--- src/rtl/k2mon_pkg.sv ---
package k2mon_pkg;
  localparam int K2_BITS = 3;

  // Strobes from control to datapath, one set per clock
  typedef struct packed {
    logic loadCand;
    logic loadStatus;
    logic toggleAis;
    logic toggleRdi;
  } k2StrobeT;
endpackage

--- src/rtl/k2mon_ctrl.sv ---
module k2mon_ctrl
  import k2mon_pkg::*;
#(
  parameter int CNT_W = 4,
  parameter logic [K2_BITS-1:0] AIS_PAT = 3'b111,
  parameter logic [K2_BITS-1:0] RDI_PAT = 3'b110
) (
  input  logic               clk,
  input  logic               rstN,
  input  logic               frameValid,
  input  logic               oofFlag,
  input  logic [K2_BITS-1:0] k2Bits,
  input  logic [CNT_W-1:0]   persistN,
  input  logic [K2_BITS-1:0] candBits,
  input  logic [K2_BITS-1:0] statusBits,
  input  logic               aisFlag,
  input  logic               rdiFlag,
  output k2StrobeT           strobe
);
  localparam logic [CNT_W-1:0] CNT_MAX = {CNT_W{1'b1}};
  localparam logic [CNT_W-1:0] CNT_ONE = CNT_W'(1);

  logic             sample;
  logic [CNT_W-1:0] nEff;
  logic [CNT_W-1:0] stsRun, stsRunNext;
  logic [1:0]       flagNow, flagToggle;

  assign sample = frameValid && !oofFlag;
  assign nEff   = (persistN == '0) ? CNT_ONE : persistN;
  assign flagNow = {rdiFlag, aisFlag};

  // Status persistence run
  always_comb begin
    if (k2Bits == candBits && stsRun != '0)
      stsRunNext = (stsRun == CNT_MAX) ? stsRun : stsRun + CNT_ONE;
    else
      stsRunNext = CNT_ONE;
  end

  always_ff @(posedge clk) begin
    if (!rstN || oofFlag) stsRun <= '0;
    else if (sample)      stsRun <= stsRunNext;
  end

  // Symmetric hysteresis counters for each defect code
  for (genvar g = 0; g < 2; g++) begin : gFlag
    localparam logic [K2_BITS-1:0] PAT = (g == 0) ? AIS_PAT : RDI_PAT;
    logic [CNT_W-1:0] run, runNext;
    logic             differs;

    assign differs = ((k2Bits == PAT) != flagNow[g]);
    always_comb begin
      if (!differs)             runNext = '0;
      else if (run == CNT_MAX)  runNext = run;
      else                      runNext = run + CNT_ONE;
    end
    assign flagToggle[g] = sample && differs && (runNext >= nEff);

    always_ff @(posedge clk) begin
      if (!rstN || oofFlag) run <= '0;
      else if (sample)      run <= flagToggle[g] ? '0 : runNext;
    end
  end

  always_comb begin
    strobe.loadCand   = sample;
    strobe.loadStatus = sample && (stsRunNext >= nEff) && (k2Bits != statusBits);
    strobe.toggleAis  = flagToggle[0];
    strobe.toggleRdi  = flagToggle[1];
  end
endmodule

--- src/rtl/k2mon_dp.sv ---
module k2mon_dp
  import k2mon_pkg::*;
(
  input  logic               clk,
  input  logic               rstN,
  input  logic [K2_BITS-1:0] k2Bits,
  input  logic               deltaMask,
  input  k2StrobeT           strobe,
  output logic [K2_BITS-1:0] candBits,
  output logic [K2_BITS-1:0] statusBits,
  output logic               aisFlag,
  output logic               rdiFlag,
  output logic               irqOut
);
  always_ff @(posedge clk) begin
    if (!rstN) begin
      candBits   <= '0;
      statusBits <= '0;
      aisFlag    <= 1'b0;
      rdiFlag    <= 1'b0;
      irqOut     <= 1'b0;
    end else begin
      if (strobe.loadCand)   candBits   <= k2Bits;
      if (strobe.loadStatus) statusBits <= k2Bits;
      if (strobe.toggleAis)  aisFlag    <= !aisFlag;
      if (strobe.toggleRdi)  rdiFlag    <= !rdiFlag;
      irqOut <= strobe.loadStatus && !deltaMask;
    end
  end
endmodule

--- src/rtl/k2_line_status_mon.sv ---
module k2_line_status_mon
  import k2mon_pkg::*;
#(
  parameter int CNT_W = 4,
  parameter logic [K2_BITS-1:0] AIS_PAT = 3'b111,
  parameter logic [K2_BITS-1:0] RDI_PAT = 3'b110
) (
  input  logic               clk,
  input  logic               rstN,
  input  logic               frameValid,
  input  logic [7:0]         k2Byte,
  input  logic               oofFlag,
  input  logic [CNT_W-1:0]   persistN,
  input  logic               deltaMask,
  output logic [K2_BITS-1:0] k2Status,
  output logic               aisLine,
  output logic               rdiLine,
  output logic               irq
);
  k2StrobeT           strobe;
  logic [K2_BITS-1:0] k2Bits, candBits;
  logic               unusedHighBits;

  assign k2Bits         = k2Byte[K2_BITS-1:0];
  assign unusedHighBits = ^k2Byte[7:K2_BITS];

  k2mon_ctrl #(.CNT_W(CNT_W), .AIS_PAT(AIS_PAT), .RDI_PAT(RDI_PAT)) uCtrl (
    .clk(clk), .rstN(rstN), .frameValid(frameValid), .oofFlag(oofFlag),
    .k2Bits(k2Bits), .persistN(persistN), .candBits(candBits),
    .statusBits(k2Status), .aisFlag(aisLine), .rdiFlag(rdiLine),
    .strobe(strobe)
  );

  k2mon_dp uDp (
    .clk(clk), .rstN(rstN), .k2Bits(k2Bits), .deltaMask(deltaMask),
    .strobe(strobe), .candBits(candBits), .statusBits(k2Status),
    .aisFlag(aisLine), .rdiFlag(rdiLine), .irqOut(irq)
  );
endmodule

--- config.mk ---
export PLATFORM = sky130hd
export DESIGN_NAME = k2_line_status_mon
export DESIGN_NICKNAME = d
export VERILOG_FILES = /design/src/rtl/k2mon_pkg.sv /design/src/rtl/k2mon_ctrl.sv /design/src/rtl/k2mon_dp.sv /design/src/rtl/k2_line_status_mon.sv
export SDC_FILE = /design/constraint.sdc
export NUM_CORES = 1
export LEC_CHECK = 0
export BUFFER_PORTS_ARGS = -buffer_cell sky130_fd_sc_hd__clkbuf_2
export CAP_MARGIN = 20
export CORE_MARGIN = 5
export CORE_UTILIZATION = 35
export DETAILED_ROUTE_END_ITERATION = 8
export GPL_ROUTABILITY_DRIVEN = 0
export HOLD_SLACK_MARGIN = 0.02
export SETUP_SLACK_MARGIN = 0.05
export SYNTH_ARGS = -nofsm -noshare
export SYNTH_HDL_FRONTEND = slang
export SYNTH_SLANG_ARGS = --single-unit
--- constraint.sdc ---
create_clock -name clk -period 5.25 [get_ports clk]
set_input_delay 1.3125 -clock clk [delete_from_list [all_inputs] [get_ports clk]]
set_output_delay 1.3125 -clock clk [all_outputs]
set_load 0.005 [all_outputs]
======== After elaboration in Yosys (flattened, before gate mapping) ========
Index checks and enable logic that the tools add are counted.
storage, ports and cells
  register bits after elaboration ......... 21
  input port bits ......................... 17
  output and inout bits ................... 6
  word-level logic and storage cells ...... 49
operators by class
  add/sub/neg operators ................... 3
  order comparisons ....................... 3
  equal/unequal tests ..................... 9
  mux-type cells .......................... 9
  reduce and logical (&&, ||, !) cells .... 17
operators by type and width
  cell                 number
  $mux 4               9
  $add 4x1->4 const B  3
  $eq 4x4->1 const B   3
  $ge 4x4->1           3
  $logic_and 1x1->1    9
  $eq 3x3->1 const B   2
  $logic_not 1->1      5
  $logic_not 4->1      1
  $reduce_bool 4->1    1
  $eq 3x3->1           1
  $ne 3x3->1           1
  $ne 1x1->1           2
  $logic_or 1x1->1     1

======== Longest topological paths before layout ========
Gate-level depths: netlist of run 1.
  word-level depth ........................ 7
  depth in mapped cells ................... 10
  depth with buffers taken out ............ 10

======== Hierarchy ========
A second synthesis of run 1 with hierarchy kept.
second synthesis, totals
  cell total of the unflattened synthesis .. 162
  area total of the unflattened synthesis .. 1456.4 um^2
by module, submodules not included
  module      times used  cells each  area each (um^2)  sequential area each (um^2)
  k2mon_ctrl  1           136         1138.6            240.2
  k2mon_dp    1           26          317.8             180.2

======== Worst setup path before layout of run 1 ========
OpenSTA, ideal clock, no wires.
  path kind ............................... input to register
  from .................................... in k2Byte[1]
  to ...................................... reg uCtrl.gFlag[0].run[2]
  setup time .............................. 0.059 ns
  arrival ................................. 3.190 ns
  required time ........................... 5.191 ns
  setup slack ............................. 2.001 ns
  stages .................................. 9
  buffers on the path ..................... 1
  path through ............................ clkbuf_1 -> nand3_1 -> xor2_1 -> nand2b_1 -> ha_1 -> nand2b_1 -> a2111oi_2 -> o21ba_2 -> a22o_1
between the ends
  cells in the longest elaborated chain, start to end .. 6
  elaborated cells on any way between the ends .. 7
  classes of those cells .................. 1 x order compare; 2 x eq/ne; 2 x mux; 2 x reduce/logical
ends and longest elaborated chain
  element               line                      text
  from (decl)           k2_line_status_mon.sv:11  input logic [7:0] k2Byte,
  $eq 3x3->1 (*)        k2mon_ctrl.sv:51          assign differs = ((k2Bits == PAT) != flagNow[g]);
  $ne 1x1->1 (*)        k2mon_ctrl.sv:51
  $mux 4                k2mon_ctrl.sv:53          if (!differs) runNext = '0;
  $ge 4x4->1            k2mon_ctrl.sv:57          assign flagToggle[g] = sample && differs && (runNext >= nEff);
  $logic_and 1x1->1     k2mon_ctrl.sv:57
  $mux 4 (*)            k2mon_ctrl.sv:61          else if (sample) run <= flagToggle[g] ? '0 : runNext;
  to (signal assigned)  k2mon_ctrl.sv:61
  to (decl)             k2mon_ctrl.sv:48          logic [CNT_W-1:0] run, runNext;
Mark *: on every way between the ends. The rest lies on a longest branch, timed or not.
A chain may end at the register's enable or synchronous reset.

======== Worst setup path in the final report of run 1 ========
Same ends and word-level chain as after synthesis.

==> impl_metrics.json, run 1 <==
{
  "timing.setup.critical_path_class": "primary input to register",
  "period_share": 0.616,
  "ys_types": 37,
  "antenna_cells_inserted": 0,
  "max_slew.worst_pin.slew_ps": 545,
  "synthesis.instances": 173,
  "critPathBufInv": 1,
  "share_of_post_route_cells_with_drive_strength_above_1": 0.148,
  "pwr_density_cell_nw_per_um2": 189,
  "final_period_minus_worst_setup_slack_ps": 3230,
  "dr_wl_met3_um": 142,
  "count_of_pins_over_their_slew_limit": 0,
  "synth-edff-count": 0,
  "m1WireLength_um": 1490,
  "final_hold_viol_count": 0,
  "ys.warnings.count": 0,
  "drcViolationCount": 0,
  "dp_slack_ps": 1760,
  "core.rowCount": 23,
  "via_per_inst": 5.13,
  "postSynth.topFlopCell": "sky130_fd_sc_hd__dfxtp_1",
  "buffer_levels_on_the_longest_clock_path": 2,
  "dp.final_hpwl_um": 2220,
  "finalPower_mw": 0.309,
  "die_w_um": 74.6,
  "arrival_ps": 3440,
  "buffer_ports.inserted": 17,
  "cp_top_family": "compound AO/OA/AOI/OAI gates",
  "vdd.ir_drop.worst_mv": 0.200,
  "rrSetupSlack_ps": 2740,
  "status": "completed",
  "timing.critical_path.slowest_cell_delay_ps": 530,
  "clock_slew_at_the_register_clock_pins_of_the_worst_setup_and_hold_paths_ps": 80,
  "wire_length_of_the_first_global_routing_pass_um": 5320,
  "min_delay_path_depth": 2,
  "ys_seq_elements": 21,
  "critical_path.slowest_cell": "sky130_fd_sc_hd__a2111oi_2",
  "final_core_utilization": 0.405,
  "timing.reg2reg.worst_path_depth": 9,
  "power.leakage_nw": 0.657,
  "cts-htree-levels": 1,
  "wl_per_cell_um": 12.1,
  "post-place-cells": 235,
  "highest-signal-layer": "met4",
  "global_route.overflow_total": 0,
  "crit_fanout": 6,
  "maxCapViolCount": 0,
  "cts-root-buf": "sky130_fd_sc_hd__clkbuf_8",
  "number_of_iterations_in_the_first_detailed_routing_pass": 4,
  "clock_skew_ps": 1.98,
  "worstSetupStartpointType": "primary input",
  "synth-seq-area-share": 0.288,
  "clock_insertion_delay_worst_skew_ps": 260,
  "critical_path.cell_chain": "clkbuf_2 > nand3_1 > xor2_1 > nand2b_1 > ha_1 > nand2b_1 > a2111oi_2 > o21ba_2 > a22o_1",
  "routed_wl_um": 2900,
  "timing.hold.worst.class": "register to register",
  "rsz0062_at_grt": "false",
  "largest_net_degree_at_the_start_of_global_routing": 16,
  "dieArea_um2": 5560,
  "tritoncts": "yes",
  "setup_viol": 0,
  "asyncSetResetFlopFracSynth": 0,
  "synth.top_cells.by_area": "sky130_fd_sc_hd__dfxtp_1, sky130_fd_sc_hd__ha_1, sky130_fd_sc_hd__nor2_1",
  "max_freq_mhz": 309,
  "cts_buffers": 3,
  "post_cts_resized": 0,
  "timing.hold.worst.start": "uDp.candBits[1]",
  "synth.cells.most_frequent": "sky130_fd_sc_hd__nor2_1, sky130_fd_sc_hd__dfxtp_1, sky130_fd_sc_hd__nand2_1, sky130_fd_sc_hd__ha_1, sky130_fd_sc_hd__nand3_1",
  "finalWorstSetupSlack_ps": 2020,
  "critical_path.reg2reg.startpoint": "uCtrl.gFlag[0].run[0]",
  "met2WireLength_um": 1250,
  "first_global_vias": 1198,
  "vias": 1225,
  "cts.sink_count": 21,
  "initialDrtViolationCount": 55,
  "areaGrowthSynthToFinish_pct": 11.8,
  "initial_utilization": 0.362,
  "regToRegEndpoint": "uCtrl.gFlag[0].run[2]",
  "hold_end": "uDp.candBits[1]",
  "worstSetupEndpointType": "register",
  "nNetsFinal": 223,
  "design.core.area_um2": 4030,
  "final_cells": 239,
  "post-synth-top-count-cell": "sky130_fd_sc_hd__nor2_1",
  "nFillCells": 441,
  "holdBufCountCts": 0,
  "setup-tns-final_ps": 0,
  "grtUsageTotal": 0.120,
  "synth.net_count": 206,
  "relSlewSlack": 0.636,
  "dieHeight_um": 74.6,
  "post_cts_buffers": 0,
  "route.antenna.remaining_nets": 0,
  "synth.avg_cell_area_um2": 8.44,
  "yosys.area.top_type_share": 0.288,
  "synth_area_um2": 1460,
  "crit_path_frequent_cell": "sky130_fd_sc_hd__nand2b_1",
  "floorplan.io_pins": 23,
  "number_of_antenna_violations_at_the_first_check_in_global_routing": 0,
  "critPathRequiredTime_ps": 5450,
  "synth_largest_area_cell": "sky130_fd_sc_hd__dfxtp_1"
}
==> layer usage <==
metal | vias up | GRT usage
li1 | 652 | -
met3 | 2 | 0.0324
met4 | 0 | 0.0178
met5 | - | 0
met2 | 21 | 0.187
met1 | 550 | 0.170
==> worst min-delay path, delay by kind of cell, from the launching register on <==
family / cells / cell delay, ps
simple gates: 1 / 50
compound gates: 1 / 60
flops: 1 / 320
==> cell families after synthesis <==
logic type,after synthesis,share of synthesized area
buffers and inverters,11,0.0300
xor gates and xnor gates,11,0.0660
adders and majority gates,16,0.137
AOI/OAI and AO/OA,40,0.221
muxes,5,0.0343
and+or+nand+nor,69,0.224
DFF,21,0.288
==> per-stage QoR <==
stage                     hold WS, ps  area [µm²]
final                             476        1630
after global placement            465        1590
after detailed placement          469        1590
after global routing              498        1630
after floorplan                   455        1460
after CTS                         481        1630
==> final cells by class <==
| class | instances | area (µm²) | share of cell area |
|---|---|---|---|
| Clock buffer | 3 | 41.3 | 0.0253 |
| Clock inverter | 1 | 5.00 | 0.00307 |
| Inverter | 6 | 22.5 | 0.0138 |
| Multi-Input combinational cell | 141 | 996 | 0.610 |
| Sequential cell | 21 | 420 | 0.257 |
| Tap cell | 50 | 62.6 | 0.0383 |
| Timing Repair Buffer | 17 | 85.1 | 0.0521 |
==> registers in the layout, summed over array words and instances, names as in the netlist <==
register	cells
uDp.candBits	3
uDp.rdiFlag	1
uCtrl.gFlag.run	8
uDp.statusBits	3
uDp.irqOut	1
uDp.aisFlag	1
uCtrl.stsRun	4
==> cell usage in the layout, fill, tap and decap left out, drive strengths merged, types with 2 or more instances in the layout <==
| master | netlist | routed |
|---|---|---|
| nor2b | 2 | 2 |
| nand2b | 6 | 6 |
| dfxtp | 21 | 21 |
| nand2 | 18 | 18 |
| nor3 | 4 | 4 |
| a31oi | 2 | 2 |
| nand3 | 8 | 8 |
| nor2 | 22 | 22 |
| o21ba | 2 | 2 |
| a2111oi | 2 | 2 |
| a21oi | 5 | 5 |
| mux2i | 5 | 5 |
| o21a | 2 | 2 |
| inv | 6 | 6 |
| ha | 16 | 16 |
| a211oi | 2 | 2 |
| nor3b | 2 | 2 |
| or4 | 2 | 2 |
| a22o | 6 | 6 |
| o21ai | 3 | 3 |
| a31o | 2 | 2 |
| xnor2 | 4 | 4 |
| a21boi | 5 | 5 |
| xor2 | 7 | 7 |
| o31ai | 5 | 5 |
| clkbuf | 3 | 20 |
==> power by group <==
group | internal [mW] | switching [mW] | total, mW
sequential | 0.161 | 0.00163 | 0.163
clock | 0.0529 | 0.0535 | 0.106
combinational | 0.0168 | 0.0233 | 0.0401
total | 0.231 | 0.0784 | 0.309
==> worst max-delay path by stage <==
stage	start	cells past startpoint	slack [ps]	end
6_report	k2Byte[1]	9	2020	uCtrl.gFlag[0].run[2]
5_1_grt	k2Byte[2]	9	1840	uCtrl.gFlag[0].run[0]
4_1_cts	k2Byte[1]	9	2030	uCtrl.gFlag[0].run[2]
3_5_place_dp	k2Byte[1]	9	1760	uCtrl.gFlag[0].run[1]
3_3_place_gp	k2Byte[0]	9	1770	uCtrl.gFlag[1].run[1]
2_1_floorplan	k2Byte[1]	9	2000	uCtrl.gFlag[0].run[2]
Power figures use the tool's default switching activity.
==> run 2, diff against run 1 <==
Clock period 5.25 ns to 3 ns, I/O delays scaled along.
==> run 2 against run 1 <==
Via count did not move. Final cell count increased by 0.42%. Sequential share of layout area fell by 0.12 points. Clock skew about the same. Worst hold slack gained 3.4 ps. Sequential cell count stayed put. Clock power is 78% higher. Worst setup slack got worse by 1700 ps. Die area unchanged. Clock-buffer cell count did not move. Critical path type unchanged. Total power grew 76%. Global-route usage is 0.19 points lower.
==> impl_metrics.json, run 2 (same netlist as run 1, synthesis figures left out) <==
{
  "nNetsFinal": 224,
  "status": "completed",
  "via_per_inst": 5.10,
  "critical_path.slowest_cell": "sky130_fd_sc_hd__a2111oi_2",
  "setup-tns-final_ps": 0,
  "m1WireLength_um": 1520,
  "postLayoutCellArea_um2": 1640,
  "critPathRequiredTime_ps": 3210,
  "regMostFlops": "uCtrl.gFlag.run",
  "areaGrowthSynthToFinish_pct": 12.3,
  "post_cts_buffers": 0,
  "cts-root-buf": "sky130_fd_sc_hd__clkbuf_8",
  "placement.cell_area_um2": 1590,
  "largest_net_degree_at_the_start_of_global_routing": 16,
  "tritoncts": "yes",
  "dieHeight_um": 74.6,
  "largest_registers_in_the_final_layout": "uCtrl.gFlag.run x8, uCtrl.stsRun x4",
  "wl_per_cell_um": 12.3,
  "drcViolationCount": 0,
  "routed_wl_um": 2950,
  "relSlewSlack": 0.624,
  "share_of_post_route_cells_with_drive_strength_above_1": 0.153,
  "die_w_um": 74.6,
  "design.core.area_um2": 4030,
  "count_of_pins_over_their_slew_limit": 0,
  "worstSetupStartpointType": "primary input",
  "maxCapViolCount": 0,
  "dp.final_hpwl_um": 2260,
  "max_freq_mhz": 372,
  "critical_path.cell_chain": "clkbuf_2 > nand3b_1 > xor2_1 > nand2b_1 > ha_1 > nand2b_1 > a2111oi_2 > o21ba_2 > a22o_1",
  "route.antenna.remaining_nets": 0,
  "power.leakage_nw": 0.661,
  "initialDrtViolationCount": 67,
  "finalWorstSetupSlack_ps": 314,
  "most_common_cell_after_layout_fill_and_taps_aside": "sky130_fd_sc_hd__nor2_1",
  "clock_skew_ps": 2.05,
  "first_global_vias": 1154,
  "largest_register_ffs": 8,
  "timing.setup.critical_path_class": "primary input to register",
  "dr_wl_met3_um": 95,
  "cts.sink_count": 21,
  "cts_buffers": 3,
  "crit_fanout": 6,
  "period_share": 0.895,
  "multi_input_area_um2": 996,
  "crit_path_frequent_cell": "sky130_fd_sc_hd__nand2b_1",
  "pwr_density_cell_nw_per_um2": 332,
  "arrival_ps": 2890,
  "core.rowCount": 23,
  "initial_utilization": 0.362,
  "global_route.overflow_total": 0,
  "buffer_levels_on_the_longest_clock_path": 2,
  "vdd.ir_drop.worst_mv": 0.230,
  "floorplan.io_pins": 23,
  "final_period_minus_worst_setup_slack_ps": 2690,
  "nFillCells": 442,
  "vias": 1225,
  "dp_slack_ps": 77.1,
  "final_hold_viol_count": 0,
  "worstSetupEndpointType": "register",
  "number_of_iterations_in_the_first_detailed_routing_pass": 4,
  "clock_insertion_delay_worst_skew_ps": 260,
  "met2WireLength_um": 1290,
  "number_of_antenna_violations_at_the_first_check_in_global_routing": 0,
  "highest-signal-layer": "met4",
  "buffer_ports.inserted": 17,
  "timing.critical_path.slowest_cell_delay_ps": 540,
  "hold-worst-slack_ps": 479,
  "antenna_cells_inserted": 0,
  "rsz0062_at_grt": "false",
  "timing.hold.worst.class": "register to register",
  "cts-htree-levels": 1,
  "setup_viol": 0,
  "holdBufCountCts": 0,
  "ff_latch_area_um2": 420,
  "most_frequent_cells_in_the_layout": "sky130_fd_sc_hd__nor2_1, sky130_fd_sc_hd__dfxtp_1, sky130_fd_sc_hd__nand2_1",
  "post_cts_resized": 0,
  "max_slew.worst_pin.slew_ps": 562,
  "grtUsageTotal": 0.118,
  "clock_slew_at_the_register_clock_pins_of_the_worst_setup_and_hold_paths_ps": 80,
  "wire_length_of_the_first_global_routing_pass_um": 5180,
  "dieArea_um2": 5560
}
[run 2: cell count changes in the layout (fill, tap and decap cells not counted)]
cell | before | now
sky130_fd_sc_hd__buf_4 | 0 | 1
[run 2: power by group]
group | internal, mW | total [mW] | switching (mW)
Combinational | 0.0299 | 0.0709 | 0.0410
Clock | 0.0927 | 0.189 | 0.0965
Sequential | 0.282 | 0.285 | 0.00282
[run 2: area by class of cell]
| cell class | instances | area share |
|---|---|---|
| Clock buffer | 3 | 0.0252 |
| Clock inverter | 1 | 0.00305 |
| Inverter | 6 | 0.0137 |
| Multi-Input combinational cell | 141 | 0.607 |
| Sequential cell | 21 | 0.256 |
| Tap cell | 50 | 0.0381 |
| Timing Repair Buffer | 18 | 0.0564 |
[run 2: worst paths after layout]
path / cells after the start / from / end / slack (ps)
setup / recovery: 9 / k2Byte[0] / uCtrl.gFlag[1].run[1] / 310
hold / removal: 2 / uDp.candBits[2] / uDp.candBits[2] / 480
setup reg to reg: 9 / uCtrl.gFlag[1].run[0] / uCtrl.gFlag[1].run[1] / 500
hold reg to reg: 2 / uDp.candBits[2] / uDp.candBits[2] / 480
[run 2: per-stage QoR]
stage	util	power, mW	cells
detailed placement	0.396	0.362	236
floorplan	-	0.342	173
finish	0.407	0.545	240
global placement	0.396	0.361	236
CTS	0.407	0.557	240
global route	0.407	0.580	240
[run 2: worst max-delay path, delay by kind of cell]
kind | cells | cell delay, ps
compound gates | 3 | 950
xor+xnor | 1 | 290
fa+ha+maj | 1 | 230
buf+inv | 1 | 140
simple gates | 3 | 540
[run 2: per-layer routing]
metal	up-vias	GRT usage
met1	546	0.163
li1	654	-
met4	0	0.0415
met3	5	0.0270
met5	-	0
met2	20	0.180
